===== config.mk =====
export PLATFORM = sky130hd
export DESIGN_NAME = flash_status_ctl
export DESIGN_NICKNAME = d
export VERILOG_FILES = /design/src/rtl/flash_sr_pkg.sv /design/src/rtl/flash_sr_engine.sv /design/src/rtl/flash_sr_sticky.sv /design/src/rtl/flash_sr_readmode.sv /design/src/rtl/flash_status_ctl.sv
export SDC_FILE = /design/constraint.sdc
export NUM_CORES = 1
export LEC_CHECK = 0
export ABC_AREA = 1
export BUFFER_PORTS_ARGS = -buffer_cell sky130_fd_sc_hd__buf_2
export CAP_MARGIN = 20
export CORE_UTILIZATION = 58
export CTS_CLUSTER_DIAMETER = 50
export DETAILED_ROUTE_END_ITERATION = 10
export GPL_TIMING_DRIVEN = 0
export PLACE_DENSITY = 0.83
export SETUP_SLACK_MARGIN = 0.4
export SYNTH_ARGS = -nofsm -noshare
export SYNTH_HDL_FRONTEND = slang
export SYNTH_SLANG_ARGS = --single-unit

===== constraint.sdc =====
create_clock -name clk -period 3.7 [get_ports clk]
set_clock_uncertainty 0.05 [all_clocks]
set_input_delay 0.185 -clock clk [delete_from_list [all_inputs] [get_ports clk]]
set_output_delay 0.185 -clock clk [all_outputs]
set_load 0.05 [all_outputs]

===== src/rtl/flash_sr_pkg.sv =====
package flash_sr_pkg;

    typedef enum logic [1:0] {
        ENG_IDLE = 2'd0,
        ENG_RUN  = 2'd1,
        ENG_HOLD = 2'd2
    } eng_state_e;

    typedef enum logic {
        OP_PROG  = 1'b0,
        OP_ERASE = 1'b1
    } op_kind_e;

    // error flag order matches status bits 5..3
    typedef struct packed {
        logic erase_fail;
        logic prog_fail;
        logic supply_low;
    } err_flags_t;

endpackage


===== src/rtl/flash_sr_engine.sv =====
module flash_sr_engine
    import flash_sr_pkg::*;
#(
    parameter int PROG_CYCLES  = 8,
    parameter int PULSE_CYCLES = 3,
    parameter int ERASE_PULSES = 4,
    parameter int SUSPEND_LAT  = 2
) (
    input  logic clk,
    input  logic rst_n,
    input  logic cmd_program,
    input  logic cmd_erase,
    input  logic cmd_suspend,
    input  logic cmd_resume,
    input  logic supply_en,
    input  logic verify_pass,
    input  logic err_pending,
    output logic busy,
    output logic held,
    output logic ev_prog_fail,
    output logic ev_erase_fail,
    output logic ev_supply_low
);

    localparam int MAX_SEG = (PROG_CYCLES > PULSE_CYCLES) ? PROG_CYCLES : PULSE_CYCLES;
    localparam int CNT_W   = $clog2(MAX_SEG + 1);
    localparam int PUL_W   = $clog2(ERASE_PULSES + 1);
    localparam int SL_W    = $clog2(SUSPEND_LAT + 1);

    typedef struct packed {
        eng_state_e       st;
        op_kind_e         op;
        logic [CNT_W-1:0] cnt;
        logic [PUL_W-1:0] pulse;
        logic             pend;
        logic [SL_W-1:0]  scnt;
    } eng_regs_t;

    eng_regs_t eng_d, eng_q;

    logic want_prog, want_erase, seg_end, finish;

    always_comb begin
        eng_d         = eng_q;
        ev_prog_fail  = 1'b0;
        ev_erase_fail = 1'b0;
        ev_supply_low = 1'b0;
        want_prog     = cmd_program;
        want_erase    = cmd_erase & ~cmd_program;
        seg_end       = (eng_q.cnt == '0);
        finish        = seg_end && (eng_q.op == OP_PROG || verify_pass ||
                        eng_q.pulse == PUL_W'(ERASE_PULSES - 1));
        unique case (eng_q.st)
            ENG_IDLE: begin
                if (want_prog || want_erase) begin
                    if (!supply_en) begin
                        ev_supply_low = 1'b1;
                        ev_prog_fail  = want_prog;
                        ev_erase_fail = want_erase;
                    end else if (err_pending) begin
                        ev_prog_fail  = want_prog;
                        ev_erase_fail = want_erase;
                    end else begin
                        eng_d.st    = ENG_RUN;
                        eng_d.op    = want_erase ? OP_ERASE : OP_PROG;
                        eng_d.cnt   = want_erase ? CNT_W'(PULSE_CYCLES - 1)
                                                 : CNT_W'(PROG_CYCLES - 1);
                        eng_d.pulse = '0;
                        eng_d.pend  = 1'b0;
                        eng_d.scnt  = '0;
                    end
                end
            end
            ENG_RUN: begin
                if (finish) begin
                    eng_d.st   = ENG_IDLE;
                    eng_d.pend = 1'b0;
                    if (eng_q.op == OP_PROG) begin
                        ev_prog_fail = ~verify_pass;
                    end else begin
                        ev_erase_fail = ~verify_pass;
                    end
                end else if (eng_q.pend && eng_q.scnt == '0) begin
                    eng_d.st   = ENG_HOLD;
                    eng_d.pend = 1'b0;
                end else begin
                    if (seg_end) begin
                        eng_d.pulse = eng_q.pulse + 1'b1;
                        eng_d.cnt   = CNT_W'(PULSE_CYCLES - 1);
                    end else begin
                        eng_d.cnt = eng_q.cnt - 1'b1;
                    end
                    if (eng_q.pend) begin
                        eng_d.scnt = eng_q.scnt - 1'b1;
                    end else if (cmd_suspend) begin
                        eng_d.pend = 1'b1;
                        eng_d.scnt = SL_W'(SUSPEND_LAT - 1);
                    end
                end
            end
            ENG_HOLD: begin
                if (cmd_resume) begin
                    eng_d.st = ENG_RUN;
                end
            end
            default: eng_d.st = ENG_IDLE;
        endcase
    end

    always_ff @(posedge clk or negedge rst_n) begin
        if (!rst_n) begin
            eng_q <= '{st: ENG_IDLE, op: OP_PROG, default: '0};
        end else begin
            eng_q <= eng_d;
        end
    end

    assign busy = (eng_q.st == ENG_RUN);
    assign held = (eng_q.st == ENG_HOLD);

    assert_lowsupply_no_start_R5: assert property (@(posedge clk) disable iff (!rst_n)
        (!busy && !held && (cmd_program || cmd_erase) && !supply_en) |=> !busy);

    assert_refuse_on_error_R7: assert property (@(posedge clk) disable iff (!rst_n)
        (!busy && !held && (cmd_program || cmd_erase) && err_pending) |=> !busy);

    assert_resume_runs_R8: assert property (@(posedge clk) disable iff (!rst_n)
        (held && cmd_resume) |=> busy);

    assert_hold_waits_R8: assert property (@(posedge clk) disable iff (!rst_n)
        (held && !cmd_resume) |=> held);

    assert_pulse_bound_R3: assert property (@(posedge clk) disable iff (!rst_n)
        busy |-> (eng_q.pulse < PUL_W'(ERASE_PULSES)));

endmodule


===== src/rtl/flash_sr_sticky.sv =====
module flash_sr_sticky
    import flash_sr_pkg::*;
(
    input  logic       clk,
    input  logic       rst_n,
    input  logic       clear,
    input  logic       set_erase,
    input  logic       set_prog,
    input  logic       set_supply,
    output err_flags_t flags,
    output logic       any_set
);

    err_flags_t flags_d, flags_q;

    always_comb begin
        flags_d = flags_q;
        if (clear) begin
            flags_d = '0;
        end
        flags_d.erase_fail = flags_d.erase_fail | set_erase;
        flags_d.prog_fail  = flags_d.prog_fail  | set_prog;
        flags_d.supply_low = flags_d.supply_low | set_supply;
    end

    always_ff @(posedge clk or negedge rst_n) begin
        if (!rst_n) begin
            flags_q <= '0;
        end else begin
            flags_q <= flags_d;
        end
    end

    assign flags   = flags_q;
    assign any_set = |flags_q;

    assert_sticky_hold_R6: assert property (@(posedge clk) disable iff (!rst_n)
        !clear |=> ((flags_q & $past(flags_q)) == $past(flags_q)));

endmodule


===== src/rtl/flash_sr_readmode.sv =====
module flash_sr_readmode (
    input  logic clk,
    input  logic rst_n,
    input  logic to_status,
    input  logic to_array,
    output logic show_status
);

    logic show_d, show_q;

    always_comb begin
        show_d = show_q;
        if (to_status) begin
            show_d = 1'b1;
        end else if (to_array) begin
            show_d = 1'b0;
        end
    end

    always_ff @(posedge clk or negedge rst_n) begin
        if (!rst_n) begin
            show_q <= 1'b0;
        end else begin
            show_q <= show_d;
        end
    end

    assign show_status = show_q;

    assert_status_mode_R11: assert property (@(posedge clk) disable iff (!rst_n)
        to_status |=> show_status);

    assert_array_mode_R11: assert property (@(posedge clk) disable iff (!rst_n)
        (to_array && !to_status) |=> !show_status);

endmodule


===== src/rtl/flash_status_ctl.sv =====
module flash_status_ctl
    import flash_sr_pkg::*;
#(
    parameter int PROG_CYCLES  = 8,
    parameter int PULSE_CYCLES = 3,
    parameter int ERASE_PULSES = 4,
    parameter int SUSPEND_LAT  = 2
) (
    input  logic       clk,
    input  logic       rst_n,
    input  logic       cmd_program,
    input  logic       cmd_erase,
    input  logic       cmd_suspend,
    input  logic       cmd_resume,
    input  logic       cmd_clear,
    input  logic       cmd_read_status,
    input  logic       cmd_read_array,
    input  logic       cmd_unlock,
    input  logic       unlock_ok,
    input  logic       supply_en,
    input  logic       verify_pass,
    output logic [7:0] status_byte,
    output logic       show_status
);

    logic       busy, held;
    logic       ev_prog_fail, ev_erase_fail, ev_supply_low;
    logic       err_any;
    err_flags_t err;

    flash_sr_engine #(
        .PROG_CYCLES (PROG_CYCLES),
        .PULSE_CYCLES(PULSE_CYCLES),
        .ERASE_PULSES(ERASE_PULSES),
        .SUSPEND_LAT (SUSPEND_LAT)
    ) u_engine (
        .clk          (clk),
        .rst_n        (rst_n),
        .cmd_program  (cmd_program),
        .cmd_erase    (cmd_erase),
        .cmd_suspend  (cmd_suspend),
        .cmd_resume   (cmd_resume),
        .supply_en    (supply_en),
        .verify_pass  (verify_pass),
        .err_pending  (err_any),
        .busy         (busy),
        .held         (held),
        .ev_prog_fail (ev_prog_fail),
        .ev_erase_fail(ev_erase_fail),
        .ev_supply_low(ev_supply_low)
    );

    flash_sr_sticky u_sticky (
        .clk       (clk),
        .rst_n     (rst_n),
        .clear     (cmd_clear),
        .set_erase (ev_erase_fail),
        .set_prog  (ev_prog_fail | (cmd_unlock & ~unlock_ok)),
        .set_supply(ev_supply_low),
        .flags     (err),
        .any_set   (err_any)
    );

    flash_sr_readmode u_readmode (
        .clk        (clk),
        .rst_n      (rst_n),
        .to_status  (cmd_program | cmd_erase | cmd_unlock | cmd_resume | cmd_read_status),
        .to_array   (cmd_read_array),
        .show_status(show_status)
    );

    // bit7 idle (active-low busy), bit6 paused, bits5..3 sticky errors
    assign status_byte = {~busy, held & ~busy, err.erase_fail, err.prog_fail,
                          err.supply_low, 3'b000};

endmodule


==> results of run 1 <==
synthesized netlist by cell type:
| master | number |
|---|---|
| inv_2 | 3 |
| inv_1 | 20 |
| nand2_8 | 1 |
| nand2_4 | 3 |
| dfrtp_1 | 17 |
| nor2_2 | 3 |
| a21boi_0 | 1 |
| a21oi_1 | 3 |
| buf_4 | 4 |
| o211ai_1 | 2 |
| nor3_1 | 2 |
| nand3_2 | 1 |
| xnor2_1 | 1 |
| nand2_2 | 5 |
| nand4_1 | 1 |
| nand3b_1 | 1 |
| ha_1 | 4 |
| nor2_4 | 4 |
| xor2_1 | 1 |
| o21ai_0 | 4 |
| conb_1 | 1 |
| a31oi_1 | 1 |
| clkinv_1 | 1 |
| nand3_1 | 16 |
| o22ai_1 | 2 |
| nor2_1 | 8 |
| nand2_1 | 37 |
where the power goes:
group | internal, mW | leakage [nW] | switching (mW) | total, mW
Sequential | 0.192 | 0.224 | 0.00494 | 0.197
Combinational | 0.0230 | 0.476 | 0.0505 | 0.0735
Clock | 0.0420 | 0.0150 | 0.0576 | 0.0996
Total | 0.257 | 0.715 | 0.113 | 0.370
flip-flops by register name, summed over array words and instances, names as in the netlist:
name and count:
u_engine.eng_q 13, u_sticky.flags 3, u_readmode.show_status 1
path summary, 6_finish.rpt:
kind / endpoint / slack, ns / cells after the start
max reg2reg: u_engine.eng_q[1] / 2.05 / 9
max in group asynchronous: u_readmode.show_status / 3.05 / 2
min in group asynchronous: u_sticky.flags[0] / 0.28 / 2
max: u_engine.eng_q[1] / 2.05 / 9
min: u_readmode.show_status / 0.05 / 2
min reg2reg: u_engine.eng_q[5] / 0.44 / 2
metal layers:
layer  share of wire (%)  vias to the layer above
met2                  49                       28
met1                  44                      469
met4                 1.6                        0
met5                   0                        -
li1                    -                      510
met3                 4.4                        5
timing repair:
item / in CTS / in global routing
hold endpoints to repair: 17 / 0
resized for setup: 0 / 0
hold buffers: 1 / 0
final cells by class:
cell class / count / area, um2
Buffer: 4 / 30.03
Clock buffer: 4 / 26.28
Fill cell: 155 / 474.2
Inverter: 24 / 90.09
Multi-Input combinational cell: 104 / 586.8
Sequential cell: 17 / 425.4
Tap cell: 25 / 31.28
Timing Repair Buffer: 19 / 100.1
through the flow:
step / hold slack [ns] / util, %
floorplan: -0.1606 / -
detailed placement: 0.07929 / 71.06
CTS: 0.04967 / 73.12
global placement: 0.07801 / 71.06
global route: 0.05861 / 73.12
finish: 0.05129 / 73.12
kinds of logic after synthesis:
group                    count (synthesis)  share of synthesized area (%)
XOR/XNOR                                 2                          1.558
buffers and inverters                   28                          10.68
AND/OR/NAND/NOR                         82                          38.38
AO/OA/AOI/OAI                           13                          6.785
adder cells (fa/ha/maj)                  4                          4.450
flip-flops                              17                          37.82
other                                    1                         0.3334
==> results.md, run 1 <==
- The sum of buffers and inverters on the critical path is 0.
- The final number of hold-violating endpoints is 0.
- The number of synthesis warnings is 0.
- Global routing consumed, on the met1 layer, 30.64% of the routing resources.
- The highest cell delay on the worst timing path is 0.41 ns.
- The total of buffers placed on input and output ports is 18.
- Setup total negative slack on the finished layout was measured at 0 ns.
- Clock-pin slew was measured on the worst setup and hold paths at 0.10 ns.
- The detail route stage leaves a number of antenna-violating nets equal to 0.
- The worst register-to-register path begins at u_engine.eng_q[3].
- The beginning of the worst hold path is cmd_read_array.
- The core footprint is 1764 um2.
- The clock tree buffer depth is 2.
- The leakage power total is 0.7145 nW.
- Dividing the synthesized area by the synthesized cell count gives 7.652 um2.
- The largest fanout on the critical path is 10.
- The library cells used most frequently in the layout, excluding fill and tap cells, are 37 x nand2_1, 20 x inv_1, 18 x buf_2, 17 x dfrtp_1, 16 x nand3_1.
- The final worst-path cycle share is 44.64%.
- The via count of the first global-routing pass is 929.
- The number of setup buffers added after CTS is 0.
- At the worst endpoint, the arrival time is 1.79 ns.
- The floorplan step set the die width to 46.04 um.
- The flow ran to the end, and the final reports show no timing, DRC or antenna violations.
- The biggest area contributor in the post-synthesis netlist is dfrtp_1.
- The TritonCTS clock tree is yes.
- In this run the clock root is driven by a clkbuf_4.
- The category of the worst setup path launch point is a flip-flop.
- The sum of internal, switching and leakage power is 0.3700 mW.
- For this run, global-route usage on met3 was measured as 5.159%.
- Routability-driven placement finished with a final weighted congestion of 0.8676.
- Among cell families on the critical path, the largest total delay comes from simple AND/OR/NAND/NOR gates.
- In this run the number of H-tree levels came out at 1.
- The routed layout has 1012 vias.
- The global route total overflow is 0.
- The clock buffer count from CTS is 3.
- Setup violations remaining at the end of the flow were counted as 0.
- For this design the top-level I/O count stands at 22.
- Dividing the detail-routed wire length by the instance count gives 11.09 um.
- Setup repair after global routing left no endpoint under its margin.
- Timing would allow up to 605.4 MHz.
- The worst setup path is captured at a flip-flop.
- In the post-synthesis netlist, the biggest area contributors are dfrtp_1 38%, nand2_1 12%, nand3_1 7.1%.
- The number of max-slew violations in the final report was 0.
- The most used routing layer is met2.
- The insertion delay of the later-clocked pin in the worst-skew pair is 0.29 ns.
- Counting every instance in the synthesized netlist gives 147.
- The sequential fraction of the synthesis area is 37.82%.
- The met2 track utilization from global routing is 41.97%.
- Entering global routing, the biggest net connects 18 pins.
- Across the run, the number of max-cap violations was 0.
- The post-placement cell area is 1254 um2.
- The commonest non-fill, non-tap cell in the layout is nand2_1.
- For the finished layout, the period the worst path requires is 1.652 ns.
- The summed area of non-filler cells in the final layout is 1290 um2.
- The type of the most critical hold path is in2reg.
- In this run, synthesis produced a sequential element count of 17.
- Walking the worst path, the cells encountered are ha_1 -> ha_1 -> nand3b_1 -> nand2_2 -> nand2_4 -> nand2_8 -> nand2_2 -> nand2_1 -> nand2_1.
- Summed over all layers, the routed wires come to 2.185 mm.
- Setup slack closes at 2.048 ns.
- Before antenna repair, the detailed router went through 4 iterations.
- The data required time of the critical path is 3.84 ns.
- After the last flow step, the layout net total stands at 190.
- In this run the worst setup path begins at u_engine.eng_q[3].
- The count of clock tree sinks is 17.
- The share of post-route cells with drive strength above 1 is 26.16%.
- Counting distinct cell types in the post-synthesis netlist gives 27.
- The start-to-end type of the worst setup path is reg2reg.
- The half-perimeter wire length after detailed placement is 1.711 mm.
- The number of design-rule violations left by the first detailed-router iteration is 32.
- The placement row count is 15.
- For this run, the total global-route usage over all layers was measured as 25.16%.
- In this run, placement finished with an instance count of 192.
- The initial utilization of the core area, before any placement, comes to 63.76%.
- The number of antenna violations at the first check in global routing was 0.
- The number of inserted diodes is 0.
- The peak supply drop is 0.0002368 V.
- The power density of the placed cells is 286.8 nW/um2.
- Using the TritonRoute via totals, the vias-per-cell ratio works out to 5.137.
- The post-synth design cell area is 1125 um2.
- The synthesized design devotes to its leading area cell type 37.82% of total area.
- Before CTS, the worst setup slack after placement is 2.070 ns.
- The synthesis-to-finish area growth is 14.68%.
- The DRC violation count after routing is 0.
- The first global-routing pass estimated 3.732 mm of wire.
- The full die area is 2120 um2.
- The final non-filler cell total is 197.
- The die outline height is 46.04 um.
- The slowest stage of the critical path is the dfrtp_1 cell.
(Power assumes the default switching activity.)
==> run 2, diff against run 1 <==
- CORE_UTILIZATION: 58 -> 54
- PLACE_DENSITY: 0.83 -> 0.78
- clock period: 3.7 -> 1.7 ns (I/O delays scaled with it)
==> run 2 against run 1 <==
Clock power up 120%. First-iteration DRC count is 16% lower. Global-route usage rose by 0.25 points. Sequential power grew 120%. Maximum frequency up 0.49%. Non-clock buffer count rose by 11. Sequential share of layout area down 4.0 points. The run now ends with negative hold slack left. Register-to-register slack got worse by 2.0 ns. Critical path type unchanged. Count of clock-buffer cells in the layout shrank 1. Worst setup slack worse by 2.0 ns. Cell area grew 15%.
==> results.md, run 2 (same netlist as run 1, synthesis figures left out) <==
- The die outline height is 47.64 um (was 46.04 um).
- The overall global routing resource usage is 25.41% (was 25.16%).
- The final worst-path setup slack came to 0.05637 ns (was 2.048 ns).
- The switching fraction of total power is 31.90% (was 30.55%).
- The worst hold margin was -0.04654 ns (was 0.05129 ns).
- The insertion delay of the later-clocked pin in the worst-skew pair is 0.30 ns (was 0.29 ns).
- The category of the worst setup path capture point is a flip-flop (unchanged).
- The clock buffer count from CTS is 3 (unchanged).
- The number of design-rule violations left by the first detailed-router iteration is 27 (was 32).
- The total of buffers placed on input and output ports came to 18 (unchanged).
- The detailed-routing wirelength on met1 is 1.156 mm (was 972 um).
- The global placer's final weighted congestion was 0.8105 (was 0.8676).
- The number of placed instances with taps included is 194 (was 192).
- The sum of negative setup slack was 0 ns (unchanged).
- The wire length per cell is 12.73 um (was 11.09 um).
- The part of the total power dissipated in the clock network is 26.7% (was 26.9%).
- The power density of the placed cells is 564.2 nW/um2 (was 286.8 nW/um2).
- The count of clock tree sinks is 17 (unchanged).
- The final non-filler cell total is 211 (was 197).
- The sum of met2 wire segment lengths after detailed routing is 1.371 mm (was 1.080 mm).
- The horizontal die dimension is 47.64 um (was 46.04 um).
- The peak supply drop is 0.0006206 V (was 0.0002368 V).
- The H-tree depth came to 1 (unchanged).
- The largest net degree at the start of global routing is 18 (unchanged).
- The clock tree buffer depth is 2 (unchanged).
- The topmost layer with routed signal wires is met4 (unchanged).
- The residual antenna-violating net count after detailed routing is 0 (unchanged).
- The flip-flop count of the largest register after layout came to 13 (unchanged).
- The wire length on met3 was 103 um (was 97 um).
- The leakage power total is 0.7852 nW (was 0.7145 nW).
- The register with the most flip-flops is u_engine.eng_q (unchanged).
- The worst slack at placement is 0.06042 ns (was 2.070 ns).
- The DRC violation count after routing is 0 (unchanged).
- The full die area is 2270 um2 (was 2120 um2).
- The internal power is 0.5715 mW (was 0.2570 mW).
- The total via count in the routed design came to 1081 (was 1012).
- The cell at the root of the clock tree is clkbuf_4 (unchanged).
- The share of power burned in registers is 51.3% (was 53.2%).
- The commonest non-fill, non-tap cell in the layout is nand2_1 (unchanged).
- The data required time of the critical path is 1.84 ns (was 3.84 ns).
- The combinational share of power came to 22.0% (was 19.9%).
- The placement row count was 16 (was 15).
- The setup-violating endpoint count in the final report is 0 (unchanged).
- The signal arrival time at the worst endpoint is 1.78 ns (was 1.79 ns).
- The checks that failed: negative hold slack.
- Run status: finished with violations (was complete, no violations).
- The global-route wire length before repair came to 4.050 mm (was 3.732 mm).
- The category of the worst setup path launch point is a flip-flop (unchanged).
- The core footprint is 1962 um2 (was 1764 um2).
- The largest fanout on the critical path is 7 (was 10).
- The post-placement cell area is 1272 um2 (was 1254 um2).
- The clock slew at the register clock pins of the worst setup and hold paths is 0.11 ns (was 0.10 ns).
- The share of post-route cells with drive strength above 1 was 40.22% (was 26.16%).
- The clock period minus final worst setup slack came to 1.644 ns (was 1.652 ns).
- The via count of the first global-routing pass is 998 (was 929).
- The highest clock rate is 608.4 MHz (was 605.4 MHz).
- The TritonCTS clock tree is yes (unchanged).
- Unrepaired setup endpoints after global routing: true (was false).
- The global route total overflow was 0 (unchanged).
- Commonest cells after routing, fill and taps aside: 33 x nand2_1, 18 x inv_1, 16 x buf_2, 15 x nand3_1, 13 x dfrtp_1 (was 37 x nand2_1, 20 x inv_1, 18 x buf_2, 17 x dfrtp_1, 16 x nand3_1).
- The start-to-end type of the worst setup path is reg2reg (unchanged).
- The number of inserted diodes is 0 (unchanged).
- The synthesis-to-finish area growth is 32.26% (was 14.68%).
- The half-perimeter wire length after detailed placement is 1.855 mm (was 1.711 mm).
- The register-to-register setup slack is 0.06 ns (was 2.05 ns).
- The number of nets at the end of the flow is 202 (was 190).
- The max-cap violation count came to 0 (unchanged).
- The first-pass iteration count of the detailed router came to 4 (unchanged).
- The number of top-level pins came to 22 (unchanged).
- The final worst-path cycle share is 96.68% (was 44.64%).
- The number of max-slew violations in the final report is 0 (unchanged).
- The type of the most critical hold path is in2reg (unchanged).
- The number of antenna violations at the first check in global routing is 0 (unchanged).
- The average via count per standard cell was 5.123 (was 5.137).
- The summed area of non-filler cells in the final layout is 1488 um2 (was 1290 um2).
- The final number of hold-violating endpoints is 1 (was 0).
- The final routed wirelength across all metal layers is 2.685 mm (was 2.185 mm).
- The starting density of the core is 57.33% (was 63.76%).
- The total net switching power came to 0.2678 mW (was 0.1130 mW).
## run 2: changes by cell type in the layout (fill, tap and decap cells not counted), moves of 3 or more
cell	before	now
buf_4	4	11
dfrtp_1	17	13
dfrtp_2	0	4
nand2_1	37	33
buf_8	0	3
ha_1	4	1
nand2_4	3	6
nor2_1	8	5
## run 2: power groups by stage
| stage | Combinational, mW | Sequential (mW) | Clock, mW |
|---|---|---|---|
| after detailed placement | 0.157 | 0.438 | 0 |
| after floorplan | 0.0874 | 0.460 | 0 |
| final | 0.185 | 0.430 | 0.224 |
| after global routing | 0.202 | 0.432 | 0.241 |
| after CTS | 0.174 | 0.430 | 0.228 |
| after global placement | 0.153 | 0.437 | 0 |
## run 2: timing repair
item	in CTS	in global routing
endpoints found under the setup margin	16	18
cloned	1	0
pin swaps	5	7
hold endpoints to repair	20	0
hold buffers	4	0
gates resized for setup	8	17
buffers inserted	6	3
## run 2: path summary, 6_finish.rpt
check / start / end / depth (start not counted)
min reg2reg: u_engine.eng_q[1] / u_engine.eng_q[1] / 2
max reg2reg: u_engine.eng_q[3] / u_engine.eng_q[4] / 9
min in group asynchronous: rst_n / u_engine.eng_q[12] / 2
max in group asynchronous: rst_n / u_sticky.flags[1] / 2
max: u_engine.eng_q[3] / u_engine.eng_q[4] / 9
min: cmd_read_status / u_readmode.show_status / 3
## run 2: final cells by class
cell class	instances	area, um2
repair buffers	30	211.5
flip-flops and latches	17	430.4
clock inverters	1	5.005
inverters	24	90.09
plain buffers	4	37.54
multi-input cells	105	656.9
fillers	161	474.2
well taps	27	33.78
clock buffers	3	22.52
## run 2: through the flow
| stage | util (%) | hold slack, ns | power, mW |
|---|---|---|---|
| floorplan | - | -0.2606 | 0.5470 |
| global placement | 64.86 | -0.02121 | 0.5903 |
| detailed placement | 64.86 | -0.01747 | 0.5946 |
| CTS | 71.94 | 0.009801 | 0.8314 |
| global route | 75.83 | 0.009264 | 0.8739 |
| finish | 75.83 | -0.04654 | 0.8393 |
## run 2: per-layer routing
metal	track usage, %	up-vias
met4	8.333	0
met5	0	-
li1	-	535
met3	2.264	7
met2	46.58	29
met1	31.24	510
## run 2: worst max-delay path, stage by stage, from the launching register on
cell and delay [ns]:
dfrtp_1 0.40, ha_2 0.19, ha_2 0.15, nand3b_1 0.23, nand2_2 0.14, nand2_4 0.11
nand2_8 0.11, nand2_4 0.06, nand2_2 0.05, nand2_1 0.05
